===== config.mk =====
export PLATFORM = sky130hd
export DESIGN_NAME = rxd_deagg
export DESIGN_NICKNAME = d
export VERILOG_FILES = /design/src/rtl/rxd_pkg.sv /design/src/rtl/rxd_word_fetch.sv /design/src/rtl/rxd_frame_step.sv /design/src/rtl/rxd_deagg.sv
export SDC_FILE = /design/constraint.sdc
export NUM_CORES = 1
export LEC_CHECK = 0
export BUFFER_PORTS_ARGS = -buffer_cell sky130_fd_sc_hd__buf_2
export CAP_MARGIN = 20
export CORE_MARGIN = 4
export CORE_UTILIZATION = 40
export DETAILED_ROUTE_END_ITERATION = 10
export SLEW_MARGIN = 15
export SYNTH_ARGS = -nofsm -noshare
export SYNTH_HDL_FRONTEND = slang
export SYNTH_SLANG_ARGS = --single-unit

===== constraint.sdc =====
create_clock -name clk -period 4.7 [get_ports clk]
set_clock_uncertainty 0.2 [all_clocks]
set_input_delay 0.94 -clock clk [delete_from_list [all_inputs] [get_ports clk]]
set_output_delay 0.94 -clock clk [all_outputs]
set_load 0.01 [all_outputs]

===== src/rtl/rxd_pkg.sv =====
package rxd_pkg;
    localparam int LEN_W       = 13;
    localparam int HDR_LEN_LSB = 16;
    localparam int ALIGN       = 8;
    localparam int PAD         = 2;
    localparam int WORD_BYTES  = 4;
    localparam int FIELD_W     = 16;

    typedef enum logic [2:0] {
        S_IDLE,
        S_TRAILER,
        S_HEADER,
        S_EMIT,
        S_DONE
    } rxd_state_e;

    typedef enum logic [1:0] {
        ST_OK        = 2'd0,
        ST_SIZE      = 2'd1,
        ST_IO        = 2'd2,
        ST_MALFORMED = 2'd3
    } rxd_status_e;

    typedef struct packed {
        logic       crc_err;
        logic       drop;
        logic [2:0] l4_type;
        logic       l3_err;
        logic       l4_err;
    } rxd_flags_t;

    function automatic rxd_flags_t unpack_flags(input logic [31:0] w);
        rxd_flags_t f;
        f.crc_err = w[29];
        f.drop    = w[31];
        f.l4_type = w[4:2];
        f.l3_err  = w[1];
        f.l4_err  = w[0];
        return f;
    endfunction
endpackage


===== src/rtl/rxd_word_fetch.sv =====
module rxd_word_fetch #(
    parameter int ADDR_W = 16,
    parameter int BYTES  = 4
) (
    input  logic                 clk,
    input  logic                 rst_n,
    input  logic                 go,
    input  logic [ADDR_W-1:0]    base,
    output logic                 rd_en,
    output logic [ADDR_W-1:0]    rd_addr,
    input  logic [7:0]           rd_data,
    output logic                 word_valid,
    output logic [8*BYTES-1:0]   word
);
    localparam int CNT_W = $clog2(BYTES + 1);

    logic              busy;
    logic [CNT_W-1:0]  cnt;
    logic [ADDR_W-1:0] base_q;

    always_ff @(posedge clk or negedge rst_n) begin
        if (!rst_n) begin
            busy       <= 1'b0;
            cnt        <= '0;
            base_q     <= '0;
            word       <= '0;
            word_valid <= 1'b0;
        end else begin
            word_valid <= 1'b0;
            if (go && !busy) begin
                busy   <= 1'b1;
                cnt    <= '0;
                base_q <= base;
            end else if (busy) begin
                for (int b = 0; b < BYTES; b++) begin
                    if (cnt == CNT_W'(b + 1)) word[8*b +: 8] <= rd_data;
                end
                if (cnt == CNT_W'(BYTES)) begin
                    busy       <= 1'b0;
                    word_valid <= 1'b1;
                end else begin
                    cnt <= cnt + 1'b1;
                end
            end
        end
    end

    assign rd_en   = busy && (cnt < CNT_W'(BYTES));
    assign rd_addr = base_q + ADDR_W'(cnt);
endmodule


===== src/rtl/rxd_frame_step.sv =====
module rxd_frame_step
    import rxd_pkg::*;
#(
    parameter int ADDR_W = 16
) (
    input  logic [ADDR_W-1:0] data_ptr,
    input  logic [31:0]       hdr_word,
    input  logic [ADDR_W-1:0] tbl_off,
    output logic [LEN_W-1:0]  frm_len,
    output rxd_flags_t        flags,
    output logic [ADDR_W-1:0] pay_off,
    output logic [ADDR_W-1:0] next_ptr,
    output logic              overrun
);
    localparam int EXT_W  = ADDR_W + 1;
    localparam int STEP_W = LEN_W + 1;

    logic [STEP_W-1:0] rounded;
    logic [EXT_W-1:0]  frm_end;
    logic              unused_bits;

    always_comb begin
        frm_len  = hdr_word[HDR_LEN_LSB +: LEN_W];
        rounded  = (STEP_W'(frm_len) + STEP_W'(ALIGN - 1)) & ~STEP_W'(ALIGN - 1);
        frm_end  = EXT_W'(data_ptr) + EXT_W'(frm_len);
        overrun  = frm_end > EXT_W'(tbl_off);
        pay_off  = data_ptr + ADDR_W'(PAD);
        next_ptr = data_ptr + ADDR_W'(rounded);
        flags    = unpack_flags(hdr_word);
    end

    assign unused_bits = ^{hdr_word[30], hdr_word[15:5]};
endmodule


===== src/rtl/rxd_deagg.sv =====
module rxd_deagg
    import rxd_pkg::*;
#(
    parameter int ADDR_W = 16
) (
    input  logic              clk,
    input  logic              rst_n,
    input  logic              start,
    input  logic [ADDR_W-1:0] buf_len,
    output logic              rd_en,
    output logic [ADDR_W-1:0] rd_addr,
    input  logic [7:0]        rd_data,
    output logic              desc_valid,
    input  logic              desc_ready,
    output logic [ADDR_W-1:0] desc_offset,
    output logic [LEN_W-1:0]  desc_len,
    output logic              desc_crc_err,
    output logic              desc_drop,
    output logic [2:0]        desc_l4_type,
    output logic              desc_l3_err,
    output logic              desc_l4_err,
    output logic              done,
    output logic [1:0]        status
);
    localparam int CMP_W = ((ADDR_W > FIELD_W) ? ADDR_W : FIELD_W) + 1;

    rxd_state_e  state_q, state_d;
    rxd_status_e fin_d, status_q;

    logic                  fetch_go;
    logic [ADDR_W-1:0]     fetch_base;
    logic                  word_valid;
    logic [31:0]           word;

    logic [ADDR_W-1:0]     len_q, tbl_off_q, hdr_ptr_q, ptr_q, nxt_q;
    logic [FIELD_W-1:0]    left_q;
    logic [ADDR_W-1:0]     off_q;
    logic [LEN_W-1:0]      dlen_q;
    rxd_flags_t            flags_q;

    logic [FIELD_W-1:0]    trl_cnt, trl_off;
    logic                  trl_off_bad, short_buf;

    logic [LEN_W-1:0]      st_len;
    rxd_flags_t            st_flags;
    logic [ADDR_W-1:0]     st_pay, st_next;
    logic                  st_overrun;

    rxd_word_fetch #(.ADDR_W(ADDR_W), .BYTES(WORD_BYTES)) u_fetch (
        .clk        (clk),
        .rst_n      (rst_n),
        .go         (fetch_go),
        .base       (fetch_base),
        .rd_en      (rd_en),
        .rd_addr    (rd_addr),
        .rd_data    (rd_data),
        .word_valid (word_valid),
        .word       (word)
    );

    rxd_frame_step #(.ADDR_W(ADDR_W)) u_step (
        .data_ptr (ptr_q),
        .hdr_word (word),
        .tbl_off  (tbl_off_q),
        .frm_len  (st_len),
        .flags    (st_flags),
        .pay_off  (st_pay),
        .next_ptr (st_next),
        .overrun  (st_overrun)
    );

    assign trl_cnt     = word[FIELD_W-1:0];
    assign trl_off     = word[2*FIELD_W-1:FIELD_W];
    assign trl_off_bad = CMP_W'(trl_off) > (CMP_W'(len_q) - CMP_W'(WORD_BYTES));
    assign short_buf   = buf_len < ADDR_W'(WORD_BYTES);

    // Next state, completion code and fetch requests
    always_comb begin
        state_d    = state_q;
        fin_d      = ST_OK;
        fetch_go   = 1'b0;
        fetch_base = hdr_ptr_q + ADDR_W'(WORD_BYTES);
        unique case (state_q)
            S_IDLE: begin
                if (start) begin
                    if (short_buf) begin
                        state_d = S_DONE;
                        fin_d   = ST_SIZE;
                    end else begin
                        state_d    = S_TRAILER;
                        fetch_go   = 1'b1;
                        fetch_base = buf_len - ADDR_W'(WORD_BYTES);
                    end
                end
            end
            S_TRAILER: begin
                if (word_valid) begin
                    if (trl_cnt == '0) begin
                        state_d = S_DONE;
                    end else if (trl_off_bad) begin
                        state_d = S_DONE;
                        fin_d   = ST_IO;
                    end else begin
                        state_d    = S_HEADER;
                        fetch_go   = 1'b1;
                        fetch_base = ADDR_W'(trl_off);
                    end
                end
            end
            S_HEADER: begin
                if (word_valid) begin
                    if (st_overrun) begin
                        state_d = S_DONE;
                        fin_d   = ST_MALFORMED;
                    end else begin
                        state_d = S_EMIT;
                    end
                end
            end
            S_EMIT: begin
                if (desc_ready) begin
                    if (left_q == FIELD_W'(1)) begin
                        state_d = S_DONE;
                    end else begin
                        state_d  = S_HEADER;
                        fetch_go = 1'b1;
                    end
                end
            end
            S_DONE:  state_d = S_IDLE;
            default: state_d = S_IDLE;
        endcase
    end

    // State register
    always_ff @(posedge clk or negedge rst_n) begin
        if (!rst_n) state_q <= S_IDLE;
        else        state_q <= state_d;
    end

    // Datapath registers
    always_ff @(posedge clk or negedge rst_n) begin
        if (!rst_n) begin
            len_q     <= '0;
            tbl_off_q <= '0;
            hdr_ptr_q <= '0;
            ptr_q     <= '0;
            nxt_q     <= '0;
            left_q    <= '0;
            off_q     <= '0;
            dlen_q    <= '0;
            flags_q   <= '0;
            status_q  <= ST_OK;
        end else begin
            if (state_q == S_IDLE && start) begin
                len_q    <= buf_len;
                ptr_q    <= '0;
                status_q <= ST_OK;
            end
            if (state_d == S_DONE && state_q != S_DONE) status_q <= fin_d;
            if (state_q == S_TRAILER && state_d == S_HEADER) begin
                left_q    <= trl_cnt;
                tbl_off_q <= ADDR_W'(trl_off);
                hdr_ptr_q <= ADDR_W'(trl_off);
            end
            if (state_q == S_HEADER && state_d == S_EMIT) begin
                off_q   <= st_pay;
                dlen_q  <= st_len;
                flags_q <= st_flags;
                nxt_q   <= st_next;
            end
            if (state_q == S_EMIT && desc_ready) begin
                ptr_q     <= nxt_q;
                hdr_ptr_q <= hdr_ptr_q + ADDR_W'(WORD_BYTES);
                left_q    <= left_q - FIELD_W'(1);
            end
        end
    end

    // Outputs
    always_comb begin
        desc_valid   = (state_q == S_EMIT);
        done         = (state_q == S_DONE);
        status       = status_q;
        desc_offset  = off_q;
        desc_len     = dlen_q;
        desc_crc_err = flags_q.crc_err;
        desc_drop    = flags_q.drop;
        desc_l4_type = flags_q.l4_type;
        desc_l3_err  = flags_q.l3_err;
        desc_l4_err  = flags_q.l4_err;
    end
endmodule


==> impl_metrics.ini <==
[sta]
worstMarginPinSlew_ns = 0.8393
finalMaxSlewViolations = 0
fin_crit_sh_pct = 95.47
fin_hold_ws_ns = 0.2656
setup_viol = 0
hold_violations = 0
slew_headroom_pct = 43.84
period_minus_slack_ns = 4.487
fmax_ghz = 0.2229
fin_ws_ns = 0.2130

[job]
cap_violations = 0

[critical_path]
cp-end-kind = flop
critPathMaxFanout = 7
criticalPathCategory = flop to flop
crit_path_frequent_cell = a21oi_2
critPathBufInv = 3
cpPeakStageDelay_ns = 0.38
crit_slowest_cell = dfrtp_1
cp-startpoint = ptr_q[0]
r2r-start = ptr_q[0]
path_cells = ha_2 > inv_1 > fa_2 > nor2b_2 > o31ai_4 > a21oi_2 > a21oi_2 > o21ai_2 > nor2_1 > xnor2_1 > ha_1 > and3_1 > nand3_1 > or2_2 > o32a_1 > o31ai_1 > buf_4 > nand3_4 > clkbuf_16 > mux2_2
crit_required_ns = 4.82
critPathTopFamily = simple AND/OR/NAND/NOR gates
worstPathArrival_ns = 4.61
cp-start-kind = flop

[min_path]
min_path_type = flop to flop
hp-start = hdr_ptr_q[0]

[run_status]
status = finished, final reports clean

[layout]
final_net_count = 1385
sequential_cell_area_mm2 = 0.004730
final_layout_size_suffix_gt1_share_pct = 20.68
area.growth.synth_to_final_pct = 15.58
design_area_mm2 = 0.01317
antenna_cells = 0
multiInputGateArea_mm2 = 0.006301
fillers = 2735

[power]
vdd_drop_max_v = 0.0002744
leakage_nw = 6.186
power_density_mw_per_mm2 = 625.8
finalPower_mw = 8.241

[placement]
dpl_cell_area_mm2 = 0.01242
dp_hpwl_mm = 22.66
gp_congestion = 0.8828
io_buffers = 84
preCtsSetupSlack_ns = -0.005028

[clock_tree]
clk_latency_ns = 0.44
h-tree-depth = 4
numCtsBuffers = 17
clk_pin_slew_ns = 0.08
root_buffer = clkbuf_16
clock-sinks = 189
clock_path_buffers = 2
cts_tree = built
cts_hold_buffers = 0

[die]
die_w_um = 176.8
row_count = 61
boundaryPins = 85
initial_core_util_pct = 40.79
dieArea_mm2 = 0.03125
core_mm2 = 0.02793
die_h_um = 176.8

[routing]
firstDrtPassIters = 5
wl_per_cell_um = 18.97
drc_errors = 0
wl_met2_mm = 14.69
vias_per_cell = 5.508
vias = 9221
antenna_left = 0
first_iter_violations = 592
wl_met3_mm = 1.784
m1WireLength_mm = 14.50
drt-total-wl_mm = 31.75
routed.top_layer = met4

[global_routing]
grt_use_total_pct = 20.01
grt_pass1_vias = 9111
antenna_found_initial = 0
grt_first_pass_wirelength_mm = 49.34
grt_start_max_net_pins = 126
overflow = 0

[logic_synthesis]
synth_area_leaders = dfrtp_1 42%, mux2_2 8.1%, ha_1 7.7%
syn_nets = 1282
synthTopCellsByCount = 189 x dfrtp_1, 151 x nand2_1, 82 x mux2_2
synth.most_common_cell = dfrtp_1
synthFlopType = dfrtp_1
syn_avg_cell_area_um2 = 9.647
ys_ff_latch = 189
yosysTopAreaCell = dfrtp_1
yosys.area.top_type_share_pct = 41.51
synth_seq_area_share_pct = 41.51
netlist_area_mm2 = 0.01139
synth_edf_count = 0
synth_cell_types = 67
synthCells = 1181
yosysWarnings = 0
ys_async_sr_fraction_pct = 100.0
per-layer routing:
metal | GRT usage [%] | vias to the layer above
li1 | - | 4412
met1 | 27.31 | 4528
met2 | 32.17 | 234
met3 | 3.696 | 47
met4 | 6.834 | 0
met5 | 0 | -
what timing repair did:
item                                    CTS  global route
endpoints found under the hold margin     0             0
resized for setup                         1            17
pin swaps                                 0             5
endpoints found under the setup margin   50            54
buffers inserted                          0             2
gates cloned                              0             5
state kept, by name (all words and copies together), names as in the netlist:
name and flops:
u_fetch.word 32, hdr_ptr_q 16, left_q 16, len_q 16, nxt_q 16, ptr_q 16
tbl_off_q 16, u_fetch.base_q 16, desc_offset 15, desc_len 13, desc_l4_type 3, state_q 3
u_fetch.cnt 3, status 2, desc_crc_err 1, desc_drop 1, desc_l3_err 1, desc_l4_err 1
u_fetch.busy 1, u_fetch.word_valid 1
report_power, final:
group | internal [mW] | total (mW) | switching, mW
Combinational | 1.79 | 3.97 | 2.18
Sequential | 2.24 | 2.87 | 0.629
Clock | 0.694 | 1.40 | 0.707
layout make-up:
class	instances	share of cell area (%)
flip-flops and latches	189	35.91
repair buffers	130	6.603
clock inverters	14	0.9881
clock buffers	17	3.230
well taps	378	3.591
inverters	64	1.824
multi-input cells	882	47.85
kinds of logic after synthesis:
family | count (synthesis) | synth area share [%]
AO/OA/AOI/OAI | 231 | 14.04
XOR/XNOR | 88 | 6.765
flip-flops | 189 | 41.51
buffers and inverters | 110 | 3.887
multiplexers | 99 | 9.631
AND/OR/NAND/NOR | 391 | 15.96
adder cells (fa/ha/maj) | 73 | 8.214
metrics by stage:
| stage | util, % | setup TNS (ns) | instances |
|---|---|---|---|
| after floorplan | - | 0 | 1181 |
| after global placement | 44.45 | 0 | 1635 |
| after detailed placement | 44.45 | -0.007538 | 1635 |
| after CTS | 46.45 | 0 | 1666 |
| after global routing | 47.14 | -2.100 | 1674 |
| final | 47.14 | 0 | 1674 |
cells in the final DEF (no fill, tap or decap), types with 32 or more instances in the layout:
master | synthesis | final
nor3_1 | 32 | 32
nor2_1 | 79 | 79
ha_1 | 70 | 69
nand2_1 | 151 | 151
nand3_1 | 38 | 37
xnor2_1 | 68 | 68
a21oi_1 | 43 | 41
inv_1 | 64 | 64
mux2_2 | 82 | 82
buf_2 | 3 | 83
o21ai_0 | 37 | 35
dfrtp_1 | 189 | 189
buf_4 | 3 | 38
worst min-delay path, delay by kind of cell, from the launching register on:
family        cells  cell delay, ns
flops             1            0.34
simple gates      2            0.10
final timing paths:
| check | cells past startpoint | endpoint | slack (ns) |
|---|---|---|---|
| worst min register to register | 2 | hdr_ptr_q[0] | 0.27 |
| max in group asynchronous | 2 | desc_len[12] | 3.24 |
| worst max-delay path | 20 | desc_len[1] | 0.21 |
| worst min-delay path | 2 | hdr_ptr_q[0] | 0.27 |
| worst max register to register | 20 | desc_len[1] | 0.21 |
| min in group asynchronous | 1 | desc_len[3] | 0.28 |
(Power assumes the default switching activity.)
